===== src/rtl/swc_pkg.sv =====
package swc_pkg;

    localparam int LVL_W  = 3;
    localparam int SRC_W  = 2;

    typedef logic [LVL_W-1:0] lvl_t;

    typedef enum logic [1:0] {
        ST_RUN  = 2'd0,
        ST_STOP = 2'd1,
        ST_WAKE = 2'd2
    } swc_state_t;

    typedef enum logic [SRC_W-1:0] {
        SRC_NONE = 2'd0,
        SRC_TMR  = 2'd1,
        SRC_EXT  = 2'd2
    } swc_src_t;

    localparam lvl_t LVL_NMI = '1;

endpackage


===== src/rtl/swc_arbiter.sv =====
module swc_arbiter
    import swc_pkg::*;
(
    input  lvl_t     tmr_lvl,
    input  lvl_t     ext_lvl,
    output swc_src_t src,
    output lvl_t     lvl
);

    logic tmr_req;
    logic ext_req;
    logic tmr_wins;

    assign tmr_req  = (tmr_lvl != '0);
    assign ext_req  = (ext_lvl != '0);
    // Timer takes equal levels; zero is never a request.
    assign tmr_wins = tmr_req && (tmr_lvl >= ext_lvl);

    always_comb begin
        if (tmr_wins) begin
            src = SRC_TMR;
            lvl = tmr_lvl;
        end else if (ext_req) begin
            src = SRC_EXT;
            lvl = ext_lvl;
        end else begin
            src = SRC_NONE;
            lvl = '0;
        end
    end

    always_comb begin

        if (tmr_req && (tmr_lvl == ext_lvl)) begin
            tie_to_timer_chk: assert (src == SRC_TMR);
        end

        if (!tmr_req && !ext_req) begin
            idle_no_winner_chk: assert (src == SRC_NONE && lvl == '0);
        end
    end

endmodule


===== src/rtl/swc_entry_latch.sv =====
module swc_entry_latch
    import swc_pkg::*;
(
    input  logic clk,
    input  logic rst_n,
    input  logic capture,
    input  lvl_t mask_in,
    input  logic cfg_in,
    output lvl_t mask_q,
    output logic cfg_q
);

    always_ff @(posedge clk or negedge rst_n) begin
        if (!rst_n) begin
            mask_q <= '0;
            cfg_q  <= 1'b0;
        end else if (capture) begin
            mask_q <= mask_in;
            cfg_q  <= cfg_in;
        end
    end


    frozen_mask_chk: assert property (@(posedge clk) disable iff (!rst_n)
        !capture |=> $stable(mask_q) && $stable(cfg_q));

endmodule


===== src/rtl/swc_fsm.sv =====
module swc_fsm
    import swc_pkg::*;
(
    input  logic clk,
    input  logic rst_n,
    input  logic stop_cmd,
    input  lvl_t frozen_mask,
    input  logic frozen_cfg,
    input  lvl_t win_lvl,
    output logic entering,
    output logic core_clk_en,
    output logic sys_clk_en,
    output logic wdog_clk_en,
    output logic mon_en,
    output logic stopped,
    output logic wake_pulse
);

    swc_state_t state_q;
    swc_state_t state_d;
    logic       qualifies;

    // Strictly above the frozen mask, or the non-maskable top level.
    assign qualifies = (win_lvl != '0) &&
                       ((win_lvl > frozen_mask) || (win_lvl == LVL_NMI));
    assign entering  = (state_q == ST_RUN) && stop_cmd;

    always_ff @(posedge clk or negedge rst_n) begin
        if (!rst_n) begin
            state_q <= ST_RUN;
        end else begin
            state_q <= state_d;
        end
    end

    always_comb begin
        state_d = state_q;
        unique case (state_q)
            ST_RUN:  if (stop_cmd)  state_d = ST_STOP;
            ST_STOP: if (qualifies) state_d = ST_WAKE;
            ST_WAKE: state_d = ST_RUN;
            default: state_d = ST_RUN;
        endcase
    end

    always_comb begin
        core_clk_en = 1'b1;
        sys_clk_en  = 1'b1;
        wdog_clk_en = 1'b1;
        mon_en      = 1'b1;
        stopped     = 1'b0;
        wake_pulse  = 1'b0;
        unique case (state_q)
            ST_RUN: ;
            ST_STOP: begin
                core_clk_en = 1'b0;
                sys_clk_en  = ~frozen_cfg;
                wdog_clk_en = 1'b0;
                mon_en      = 1'b0;
                stopped     = 1'b1;
            end
            ST_WAKE: wake_pulse = 1'b1;
            default: ;
        endcase
    end


    single_pulse_chk: assert property (@(posedge clk) disable iff (!rst_n)
        wake_pulse |=> !wake_pulse && !stopped);


    wake_from_stop_chk: assert property (@(posedge clk) disable iff (!rst_n)
        $rose(wake_pulse) |-> $past(stopped));


    stop_gates_core_chk: assert property (@(posedge clk) disable iff (!rst_n)
        stopped |-> !core_clk_en && !wdog_clk_en && !mon_en);


    no_early_wake_chk: assert property (@(posedge clk) disable iff (!rst_n)
        stopped && (win_lvl <= frozen_mask) && (win_lvl != LVL_NMI) |=> stopped);

endmodule


===== src/rtl/stop_wake_ctrl.sv =====
module stop_wake_ctrl
    import swc_pkg::*;
(
    input  logic       clk,
    input  logic       rst_n,
    input  logic       stop_cmd,
    input  logic [2:0] cur_mask,
    input  logic       gate_all_cfg,
    input  logic [2:0] tmr_lvl,
    input  logic [2:0] ext_lvl,
    output logic       core_clk_en,
    output logic       sys_clk_en,
    output logic       wdog_clk_en,
    output logic       bus_mon_en,
    output logic       halt_mon_en,
    output logic       spur_mon_en,
    output logic       stopped,
    output logic       wake_pulse,
    output logic [1:0] win_src,
    output logic [2:0] win_lvl
);

    swc_src_t arb_src;
    lvl_t     arb_lvl;
    lvl_t     frozen_mask;
    logic     frozen_cfg;
    logic     entering;
    logic     mon_en;

    swc_arbiter u_arb (
        .tmr_lvl (tmr_lvl),
        .ext_lvl (ext_lvl),
        .src     (arb_src),
        .lvl     (arb_lvl)
    );

    swc_entry_latch u_latch (
        .clk     (clk),
        .rst_n   (rst_n),
        .capture (entering),
        .mask_in (cur_mask),
        .cfg_in  (gate_all_cfg),
        .mask_q  (frozen_mask),
        .cfg_q   (frozen_cfg)
    );

    swc_fsm u_fsm (
        .clk         (clk),
        .rst_n       (rst_n),
        .stop_cmd    (stop_cmd),
        .frozen_mask (frozen_mask),
        .frozen_cfg  (frozen_cfg),
        .win_lvl     (arb_lvl),
        .entering    (entering),
        .core_clk_en (core_clk_en),
        .sys_clk_en  (sys_clk_en),
        .wdog_clk_en (wdog_clk_en),
        .mon_en      (mon_en),
        .stopped     (stopped),
        .wake_pulse  (wake_pulse)
    );

    assign bus_mon_en  = mon_en;
    assign halt_mon_en = mon_en;
    assign spur_mon_en = mon_en;
    assign win_src     = arb_src;
    assign win_lvl     = arb_lvl;


    monitors_idle_chk: assert property (@(posedge clk) disable iff (!rst_n)
        stopped |-> !bus_mon_en && !halt_mon_en && !spur_mon_en);


    sys_gate_chk: assert property (@(posedge clk) disable iff (!rst_n)
        $rose(stopped) |-> (sys_clk_en == !$past(gate_all_cfg)));

endmodule


===== config.mk =====
export PLATFORM = sky130hd
export DESIGN_NAME = stop_wake_ctrl
export DESIGN_NICKNAME = d
export VERILOG_FILES = /design/src/rtl/swc_pkg.sv /design/src/rtl/swc_arbiter.sv /design/src/rtl/swc_entry_latch.sv /design/src/rtl/swc_fsm.sv /design/src/rtl/stop_wake_ctrl.sv
export SDC_FILE = /design/constraint.sdc
export NUM_CORES = 1
export LEC_CHECK = 0
export CELL_PAD_IN_SITES_DETAIL_PLACEMENT = 1
export CELL_PAD_IN_SITES_GLOBAL_PLACEMENT = 2
export CORE_ASPECT_RATIO = 1.25
export CORE_MARGIN = 3
export CORE_UTILIZATION = 20
export DETAILED_ROUTE_END_ITERATION = 10
export PLACE_DENSITY_LB_ADDON = 0.1
export SYNTH_ARGS = -nofsm -noshare
export SYNTH_HDL_FRONTEND = slang
export SYNTH_HIERARCHICAL = 1
export SYNTH_SLANG_ARGS = --single-unit

===== constraint.sdc =====
create_clock -name clk -period 2.53 [get_ports clk]
set_input_delay 0.759 -clock clk [delete_from_list [all_inputs] [get_ports clk]]
set_output_delay 0.759 -clock clk [all_outputs]
set_load 0.03 [all_outputs]

==> results of run 1 <==
layout by cell type, fill, tap and decap left out, types with 2 or more instances in the layout:
cell / netlist / layout
clkdlybuf4s50_1: 0 / 12
buf_4: 5 / 11
buf_6: 0 / 10
dfrtp_1: 6 / 6
ha_4: 0 / 5
inv_1: 10 / 5
inv_2: 0 / 4
mux2_2: 4 / 4
clkbuf_4: 0 / 3
nor2_1: 3 / 3
nand2_1: 4 / 3
a22o_4: 0 / 2
o21ai_2: 1 / 2
power groups by stage:
stage / Sequential [W] / Combinational (W) / Clock [W]
2_1_floorplan: 0.000167 / 0.000573 / 0
3_3_place_gp: 0.000172 / 0.000798 / 0
3_5_place_dp: 0.000174 / 0.000805 / 0
4_1_cts: 0.000173 / 0.000842 / 0.0000935
5_1_grt: 0.000180 / 0.000909 / 0.000101
6_report: 0.000172 / 0.000846 / 0.0000855
logic make-up (layout without fill, tap and decap cells):
group	count (synthesis)	after routing	share of synthesized area [%]
fa+ha+maj	6	6	13.9
simple gates	11	11	10.6
flops	6	6	27.7
mux	5	5	11.1
buf+inv	15	50	13.9
compound gates	13	13	22.9
flip-flops by register name, indices dropped and copies added, names as in the netlist:
register / cells
u_fsm/state_q: 2
u_latch/cfg_q: 1
u_latch/mask_q: 3
path summary, 6_finish.rpt:
path	startpoint	to	slack, ns	cells past startpoint
max	ext_lvl[2]	win_lvl[2]	-0.16	8
min	u_latch/mask_q[1]$_DFFE_PN0P_	u_latch/mask_q[1]$_DFFE_PN0P_	0.50	1
max reg2reg	u_latch/mask_q[1]$_DFFE_PN0P_	u_fsm/state_q[1]$_DFFE_PN0P_	1.16	5
min reg2reg	u_latch/mask_q[1]$_DFFE_PN0P_	u_latch/mask_q[1]$_DFFE_PN0P_	0.50	1
max in group asynchronous	rst_n	u_latch/cfg_q$_DFFE_PN0P_	1.57	1
min in group asynchronous	rst_n	u_latch/mask_q[1]$_DFFE_PN0P_	0.75	1
per-layer routing:
layer / global-route usage [%] / vias to the layer above / share of wire [%] / wire (um)
met5: 0 / - / 0 / 0
met4: 5.75 / 0 / 2.0 / 31
met3: 1.40 / 2 / 6.0 / 92
met2: 21.4 / 19 / 60 / 922
met1: 8.11 / 255 / 32 / 497
li1: - / 257 / - / -
metrics by stage:
step,power (W),TNS (ns)
after global routing,0.00119,-0.773
after global placement,0.000969,-6.73
after floorplan,0.000741,-0.170
final,0.00110,-0.507
after CTS,0.00111,-0.532
after detailed placement,0.000979,-6.92
repair_timing:
| action | CTS | global route |
|---|---|---|
| endpoints found under the setup margin | 8 | 8 |
| buffers inserted | 0 | 0 |
| gates resized for setup | 67 | 7 |
| pin swaps | 10 | 7 |
| endpoints found under the hold margin | 0 | 0 |
cell type report:
type / count / share of cell area, %
clock buffer: 3 / 2.06
multi-input combinational: 35 / 41.8
inverter: 10 / 4.58
timing repair buffer: 37 / 34.0
tap: 33 / 3.78
sequential: 6 / 13.7
==> qor.yml, run 1 <==
routing:
  drc_errors: 0
  vias_per_cell: 4.30
  wl_per_cell_um: 12.5
  first_pass_iters: 2
  ant_nets: 0
  vias: 533
  drt-total-wl_um: 1540
  drt_iter0_drc: 2
place:
  dp_cells: 121
  place.gp.congestion: 0.638
  dpl_cell_area_sq_um: 1000
  dp_hpwl_um: 1380
  post-place-ws_ns: -1.24
  portBuffers: 25
power:
  clockPowerShare_pct: 7.8
  comb_power_share_pct: 76.7
  pwr-share-seq_pct: 15.6
  powerDensity_nw_per_um2: 1010
  vdd_drop_max_mv: 0.565
  p_int_w: 0.000599
  p_sw_w: 0.000504
  p_leak_nw: 0.498
  switching_share_pct: 45.7
clock_network:
  clockBufferDepth: 2
  cts_hold_buf: 0
  cts_tree: "done"
  cts-root-buf: "clkbuf_4"
  htreeDepth: 1
  cts_made_buffers: 3
  cts.sinks: 6
  path_clk_slew_ns: 0.04
  clk_latency_ns: 0.24
logic_synthesis:
  synth_nets: 75
  seq_area_frac_synth_pct: 27.7
  yosysMostFrequentCell: "inv_1"
  synth_edf_count: 0
  yosysUniqueCellTypes: 23
  synth_top_flop_cell: "dfrtp_1"
  synth-seq-cells: 6
  synth.yosys.warnings: 6
  synth_area_sq_um: 542
  synth_cells: 56
  synth_top_cell_by_area: "dfrtp_1"
  netlist_top_cells_area: "dfrtp_1 28%, ha_1 14%, mux2_2 8.3%"
  synthArstFlopShare_pct: 100
  synth_common_cells: "10 x inv_1, 6 x dfrtp_1, 6 x ha_1, 5 x buf_4"
  syn-mean-instance-area_sq_um: 9.67
  synth_top_area_share_pct: 27.7
worst_setup_path:
  cp-start-kind: "primary input"
  crit_required_ns: 1.77
  cp_slowest_stage_delay_ns: 0.32
  crit_type: "primary input to primary output"
  crit_slowest_cell: "mux2_4"
  crit_path_cell_trace: "buf_12 -> inv_12 -> ha_4 -> nand2_4 -> o21ai_4 -> o31ai_4 -> mux2_4 -> buf_6"
  path_max_fanout: 4
  path_buf_inv: 3
  cp_top_family: "multiplexers"
  cp.arrival_ns: 1.93
  endpoint_kind: "primary output"
floorplanning:
  die_w_um: 52.6
  dieArea_sq_um: 3370
  ios: 26
  rows: 20
  start_util_pct: 21.7
  core_sq_um: 2500
  die_h_um: 64.2
grt:
  antenna_found_initial: 0
  overflow: 0
  grt_max_degree: 9
  track_usage_pct: 10.2
  grt_pass1_wl_um: 2550
  grt_pass1_vias: 630
sta:
  fin_ws_ns: -0.162
  finalCritPeriodShare_pct: 106
  rsz0062_at_grt: "true"
  fin_worst_skew_ns: 0.000971
  timing.fmax_mhz: 371
  min_period_ns: 2.69
  slew_viol_final: 0
  whs_ns: 0.503
  setup_viol: 6
  slew_headroom_pct: 78.4
  tightest_slew_ns: 0.324
  timing_hold_violations_final: 0
cells_and_area:
  drive_above_1_share_pct: 61.5
  num-fill-cells: 281
  area_growth_syn_to_layout_pct: 102
  fin_util_pct: 43.7
  finalNonFillerCells: 124
  diodes: 0
  multi_input_area_sq_um: 457
  fin_area_sq_um: 1090
  regArea_sq_um: 150
  final_nets: 112
outcome:
  violations: "setup timing"
  outcome: "finished, violations left"
hold_path:
  hp-class: "flip-flop to flip-flop"
job:
  maxCapViolCount: 0
Power figures use the tool's default switching activity.
==> run 2: changes to the inputs <==
--- a/config.mk
+++ b/config.mk
@@ -5,11 +5,13 @@
 export SDC_FILE = /design/constraint.sdc
 export NUM_CORES = 1
 export LEC_CHECK = 0
+export ABC_AREA = 1
+export ABC_CLOCK_PERIOD_IN_PS = 2530
 export CELL_PAD_IN_SITES_DETAIL_PLACEMENT = 1
 export CELL_PAD_IN_SITES_GLOBAL_PLACEMENT = 2
 export CORE_ASPECT_RATIO = 1.25
 export CORE_MARGIN = 3
-export CORE_UTILIZATION = 20
+export CORE_UTILIZATION = 17
 export DETAILED_ROUTE_END_ITERATION = 10
 export PLACE_DENSITY_LB_ADDON = 0.1
 export SYNTH_ARGS = -nofsm -noshare
==> run 2 against run 1 <==
Effect of this change: the run now ends clean; sequential power increased by 6%; wire length increased by 6.6%; sequential share of layout area increased by 0.96 points; critical path type unchanged; critical endpoint is now win_lvl[1]; largest power group unchanged; highest routed layer unchanged.
==> qor.yml, run 2 <==
outcome:
  outcome: "complete, no violations"
place:
  dp_hpwl_um: 1290  # -6.2%
  post-place-ws_ns: -0.515  # +0.729 ns
  portBuffers: 25  # unchanged
  place.gp.congestion: 0.768  # +20%
sta:
  fin_ws_ns: 0.0334  # +0.196 ns
  slew_viol_final: 0  # unchanged
  finalCritPeriodShare_pct: 98.7  # -7.7 points
  slew_headroom_pct: 78.1  # -0.30 points
  setup_tns_ns: 0  # +0.507 ns
  tightest_slew_ns: 0.326  # +0.00206 ns
  timing_hold_violations_final: 0  # unchanged
  rsz0062_at_grt: "true"
  min_period_ns: 2.50  # -0.196 ns
  timing.fmax_mhz: 401  # +7.8%
  setup_viol: 0  # -6
  fin_worst_skew_ns: 0.00111  # +0.000142 ns
logic_synthesis:
  seq_area_frac_synth_pct: 27.5  # -0.19 points
  yosysMostFrequentCell: "nand2_1"
  synth_cells: 81  # +45%
  synth-seq-cells: 6  # unchanged
  synthArstFlopShare_pct: 100  # unchanged
  synth_area_sq_um: 546  # +0.69%
  syn-mean-instance-area_sq_um: 6.73  # -30%
  synth_top_cell_by_area: "dfrtp_1"
  yosysUniqueCellTypes: 16  # -30%
  synth_top_area_share_pct: 27.5  # -0.19 points
  netlist_top_cells_area: "dfrtp_1 28%, nand2_1 23%, ha_1 14%"
  synth_edf_count: 0  # unchanged
  synth_top_flop_cell: "dfrtp_1"
  synth_nets: 100  # +33%
  synth.yosys.warnings: 6  # unchanged
  synth_common_cells: "33 x nand2_1, 14 x inv_1, 6 x dfrtp_1, 6 x ha_1, 5 x buf_4"
routing:
  first_pass_iters: 3  # +1
  wl_per_cell_um: 11.0  # -12%
  ant_nets: 0  # unchanged
  drt_iter0_drc: 5  # +3
  vias: 596  # +12%
  drc_errors: 0  # unchanged
  vias_per_cell: 3.97  # -7.6%
  drt-total-wl_um: 1650  # +6.6%
floorplanning:
  dieArea_sq_um: 3930  # +16%
  ios: 26  # unchanged
  core_sq_um: 3000  # +20%
  start_util_pct: 18.2  # -3.5 points
  die_w_um: 56.7  # +7.8%
  rows: 22  # +10%
  die_h_um: 69.3  # +8.0%
worst_setup_path:
  crit_slowest_cell: "ha_4"
  path_buf_inv: 3  # unchanged
  crit_path_cell_trace: "buf_2 -> ha_4 -> nand2_2 -> inv_2 -> nand2_2 -> nand2_4 -> nand2_8 -> nand2_4 -> nand2_4 -> buf_6"
  crit_path_frequent_cell: "nand2_4"
  path_max_fanout: 4  # unchanged
  endpoint_kind: "primary output"
  crit_type: "primary input to primary output"
  cp.arrival_ns: 1.74  # -0.19 ns
  crit_required_ns: 1.77  # about the same
  cp_top_family: "simple AND/OR/NAND/NOR gates"
  cp-start-kind: "primary input"
  cp_slowest_stage_delay_ns: 0.26  # -0.06 ns
clock_network:
  cts-root-buf: "clkbuf_4"
  cts.sinks: 6  # unchanged
  cts_hold_buf: 0  # unchanged
  cts_tree: "done"
  clk_latency_ns: 0.25  # about the same
  clockBufferDepth: 2  # unchanged
  cts_made_buffers: 3  # unchanged
  htreeDepth: 1  # unchanged
  path_clk_slew_ns: 0.05  # about the same
grt:
  grt_pass1_wl_um: 2620  # +2.7%
  grt_max_degree: 7  # -2
  overflow: 0  # unchanged
  grt_pass1_vias: 642  # +1.9%
  antenna_found_initial: 0  # unchanged
  track_usage_pct: 8.45  # -1.8 points
power:
  vdd_drop_max_mv: 0.364  # -36%
  powerDensity_nw_per_um2: 925  # -8.4%
  p_leak_nw: 0.526  # +5.7%
hold_path:
  hp-class: "flip-flop to flip-flop"
cells_and_area:
  final_cell_mix: "25 x nand2_1, 14 x clkdlybuf4s50_1, 11 x buf_4"
  largest_reg_flops: 3  # unchanged
  final_nets: 135  # +21%
  top_regs: "u_latch/mask_q x3, u_fsm/state_q x2, u_latch/cfg_q x1"
  mostFrequentLayoutCell: "nand2_1"
  area_growth_syn_to_layout_pct: 87.2
  diodes: 0  # unchanged
  largest_register: "u_latch/mask_q"
  drive_above_1_share_pct: 40.4  # -21 points
job:
  maxCapViolCount: 0  # unchanged
[run 2: path summary, 6_finish.rpt]
check,startpoint,to,slack (ns),cells past startpoint
min,u_latch/mask_q[2]$_DFFE_PN0P_,u_latch/mask_q[2]$_DFFE_PN0P_,0.48,2
min in group asynchronous,rst_n,u_latch/cfg_q$_DFFE_PN0P_,0.76,1
max,tmr_lvl[1],win_lvl[1],0.03,10
max reg2reg,u_latch/mask_q[2]$_DFFE_PN0P_,u_fsm/state_q[0]$_DFFE_PN0P_,1.26,9
min reg2reg,u_latch/mask_q[2]$_DFFE_PN0P_,u_latch/mask_q[2]$_DFFE_PN0P_,0.48,2
max in group asynchronous,rst_n,u_latch/mask_q[2]$_DFFE_PN0P_,1.55,1
[run 2: kinds of logic (layout without fill, tap and decap cells)]
logic type,Yosys count,after routing,share of synthesized area [%]
AO/OA/AOI/OAI,2,2,2.52
AND/OR/NAND/NOR,46,46,38.3
flip-flops,6,6,27.5
adder cells (fa/ha/maj),6,6,13.8
buffers and inverters,21,54,17.9
[run 2: worst register-to-register path, cell delays in order (launching register included)]
cell and delay (ns):
dfrtp_1 0.34, inv_1 0.05, ha_1 0.31, a21oi_1 0.15
nand2_1 0.07, nand2_1 0.06, nand2_1 0.04, nand2_1 0.08
nand2_1 0.06, nand2_1 0.05
[run 2: cell type report]
cell class | instances | area (sq um)
sequential | 6 | 150
multi-input combinational | 54 | 412
inverter | 16 | 65.1
tap | 36 | 45.0
clock buffer | 3 | 22.5
timing repair buffer | 35 | 327
fill | 373 | 1980
[run 2: metal layers]
metal,vias up,GRT usage (%),wire length (um),part of all wire (%)
met4,0,4.75,13,0.79
met1,278,6.98,529,32
li1,301,-,-,-
met2,15,17.9,1030,62
met3,2,0.931,74,4.5
met5,-,0,0,0
[run 2: repair_timing]
action / in CTS / in global routing
endpoints found under the setup margin: 7 / 7
pin swaps: 11 / 13
setup buffers: 2 / 0
resized for setup: 47 / 14
[run 2: per-stage QoR]
step                      instance area (sq um)  hold slack, ns  std cells  total power (W)  util, %
final                                      1020           0.475        150         0.000944     34.0
after CTS                                   952           0.480        150         0.000943     31.7
after detailed placement                    851           0.464        145         0.000816     28.4
after floorplan                             546           0.442         81         0.000625        -
after global placement                      851           0.459        145         0.000810     28.4
after global routing                       1020           0.521        150          0.00103     34.0
[run 2: report_power, final]
part,internal [W],switching [W],total [W]
logic,0.000278,0.000394,0.000671
registers,0.000144,0.0000381,0.000182
clock network,0.0000539,0.0000373,0.0000912
==> run 3: changes to the inputs <==
--- a/config.mk
+++ b/config.mk
@@ -10,10 +10,10 @@
 export CELL_PAD_IN_SITES_DETAIL_PLACEMENT = 1
 export CELL_PAD_IN_SITES_GLOBAL_PLACEMENT = 2
 export CORE_ASPECT_RATIO = 1.25
-export CORE_MARGIN = 3
 export CORE_UTILIZATION = 17
 export DETAILED_ROUTE_END_ITERATION = 10
 export PLACE_DENSITY_LB_ADDON = 0.1
+export REMOVE_ABC_BUFFERS = 1
 export SYNTH_ARGS = -nofsm -noshare
 export SYNTH_HDL_FRONTEND = slang
 export SYNTH_HIERARCHICAL = 1
==> run 3 against run 2 <==
Effect of this change: worst setup slack better by 0.017 ns; non-clock buffer count unchanged; critical path type unchanged; clock power shrank 5.6%; design area decreased by 2.2%; combinational power is essentially flat; critical path depth is 1 higher; final cell count did not move.
==> qor.yml, run 3 (synthesized netlist as in run 2, its figures left out) <==
worst_setup_path:
  regToRegStartpoint: "u_latch/mask_q[2]$_DFFE_PN0P_"
  endpoint_kind: "primary output"
  crit_start: "ext_lvl[2]"
  cp_top_family: "simple AND/OR/NAND/NOR gates"
  cp_slowest_stage_delay_ns: 0.27  # about the same
  crit_path_frequent_cell: "nand2_2"
  cp.arrival_ns: 1.72  # -0.02 ns
  crit_path_cell_trace: "buf_8 -> inv_4 -> ha_4 -> nand2_2 -> inv_2 -> nand2_2 -> nand2_4 -> nand2_4 -> nand2_2 -> nand2_2 -> buf_6"
  path_buf_inv: 4  # +1
  crit_slowest_cell: "ha_4"
  crit_required_ns: 1.77  # about the same
  path_max_fanout: 4  # unchanged
  cp-start-kind: "primary input"
  r2r_setup_slack_ns: 1.31  # +0.05 ns
  crit_type: "primary input to primary output"
sta:
  finalCritPeriodShare_pct: 98.0  # -0.68 points
  rsz0062_at_grt: "true"
  timing_hold_violations_final: 0  # unchanged
  timing.fmax_mhz: 403  # +0.70%
  setup_viol: 0  # unchanged
  fin_worst_skew_ns: 0.000495  # -0.000618 ns
  min_period_ns: 2.48  # -0.0173 ns
  slew_viol_final: 0  # unchanged
  fin_ws_ns: 0.0507  # +0.0173 ns
  slew_headroom_pct: 79.4  # +1.2 points
  tightest_slew_ns: 0.309  # -0.0169 ns
cells_and_area:
  largest_reg_flops: 3  # unchanged
  top_regs: "u_latch/mask_q x3, u_fsm/state_q x2, u_latch/cfg_q x1"
  final_cell_mix: "25 x nand2_1, 14 x clkdlybuf4s50_1, 11 x buf_4"
  drive_above_1_share_pct: 42.1  # +1.8 points
  final_nets: 135  # unchanged
  area_growth_syn_to_layout_pct: 83.0
  finalNonFillerCells: 150  # unchanged
  mostFrequentLayoutCell: "nand2_1"
  largest_register: "u_latch/mask_q"
  diodes: 0  # unchanged
place:
  post-place-ws_ns: -0.570  # -0.0542 ns
  dp_hpwl_um: 1290  # about the same
  place.gp.congestion: 0.697  # -9.2%
  dp_cells: 144  # -0.69%
  portBuffers: 25  # unchanged
power:
  pwr-share-seq_pct: 19.2  # about the same
  clockPowerShare_pct: 9.2  # -0.5 points
  p_int_w: 0.000479  # +0.75%
  p_leak_nw: 0.507  # -3.6%
  comb_power_share_pct: 71.7  # +0.6 points
  p_sw_w: 0.000461  # -1.8%
  powerDensity_nw_per_um2: 941  # +1.7%
  vdd_drop_max_mv: 0.410  # +13%
  switching_share_pct: 49.1  # -0.63 points
clock_network:
  cts-root-buf: "clkbuf_4"
  htreeDepth: 1  # unchanged
  clockBufferDepth: 2  # unchanged
  cts_tree: "done"
  cts.sinks: 6  # unchanged
  path_clk_slew_ns: 0.04  # about the same
  cts_made_buffers: 3  # unchanged
  clk_latency_ns: 0.24  # about the same
routing:
  vias_per_cell: 3.94  # -0.84%
  drt_iter0_drc: 0  # -5
  drc_errors: 0  # unchanged
  ant_nets: 0  # unchanged
  drt-total-wl_um: 1530  # -7.0%
  vias: 591  # -0.84%
  wl_per_cell_um: 10.2  # -7.0%
  first_pass_iters: 1  # -2
floorplanning:
  start_util_pct: 18.2  # unchanged
  dieArea_sq_um: 3440  # -12%
  die_w_um: 52.7  # -7.1%
  core_sq_um: 3000  # unchanged
  die_h_um: 65.3  # -5.8%
  rows: 22  # unchanged
  ios: 26  # unchanged
hold_path:
  hold_start: "u_latch/mask_q[2]$_DFFE_PN0P_"
  hp-class: "flip-flop to flip-flop"
outcome:
  outcome: "complete, no violations"
grt:
  antenna_found_initial: 0  # unchanged
  grt_max_degree: 7  # unchanged
  grt_pass1_wl_um: 2460  # -6.3%
  grt_pass1_vias: 631  # -1.7%
  track_usage_pct: 9.98  # +1.5 points
  overflow: 0  # unchanged
job:
  maxCapViolCount: 0  # unchanged
## run 3: cell type report
cell class	instances	area [sq um]
fillers	364	2000
multi-input cells	54	380
repair buffers	35	333
flip-flops and latches	6	150
inverters	16	67.6
well taps	36	45.0
clock buffers	3	22.5
## run 3: path summary, 6_finish.rpt
| kind | endpoint | cells after the start |
|---|---|---|
| max reg2reg | u_fsm/state_q[0]$_DFFE_PN0P_ | 9 |
| max in group asynchronous | u_latch/mask_q[0]$_DFFE_PN0P_ | 1 |
| min in group asynchronous | u_latch/cfg_q$_DFFE_PN0P_ | 1 |
| max | win_lvl[0] | 11 |
| min | u_latch/mask_q[2]$_DFFE_PN0P_ | 2 |
| min reg2reg | u_latch/mask_q[2]$_DFFE_PN0P_ | 2 |
## run 3: power by group through the flow
stage	Sequential [W]	Clock [W]	Combinational [W]
CTS	0.000182	0.0000921	0.000665
global route	0.000187	0.0000977	0.000746
detailed placement	0.000183	0	0.000631
global placement	0.000181	0	0.000630
finish	0.000180	0.0000861	0.000673
floorplan	0.000175	0	0.000391
## run 3: layer usage
layer | track usage, % | wire length (um)
met1 | 8.42 | 522
met2 | 20.4 | 935
met3 | 0.694 | 54
met4 | 6.91 | 18
met5 | 0 | 0
## run 3: worst reg2reg max path: stages, from the launching register on
cell     delay [ns]
dfrtp_1        0.37
inv_1          0.10
ha_4           0.21
a21oi_1        0.12
nand2_1        0.07
nand2_1        0.07
nand2_1        0.05
nand2_1        0.07
nand2_1        0.06
nand2_1        0.05
## run 3: what timing repair did
item,in CTS,in global routing
resized for setup,47,10
endpoints found under the setup margin,7,7
setup buffers,3,0
pin swaps,10,11
hold buffers,0,0
## run 3: stage by stage
step	setup TNS [ns]	util (%)	total power (W)	instance area (sq um)	hold slack [ns]
CTS	0	31.9	0.000938	958	0.478
detailed placement	-3.60	28.1	0.000814	843	0.466
global route	-0.0203	33.3	0.00103	998	0.502
global placement	-3.31	28.1	0.000811	843	0.460
finish	0	33.3	0.000939	998	0.471
floorplan	-0.0137	-	0.000566	508	0.442
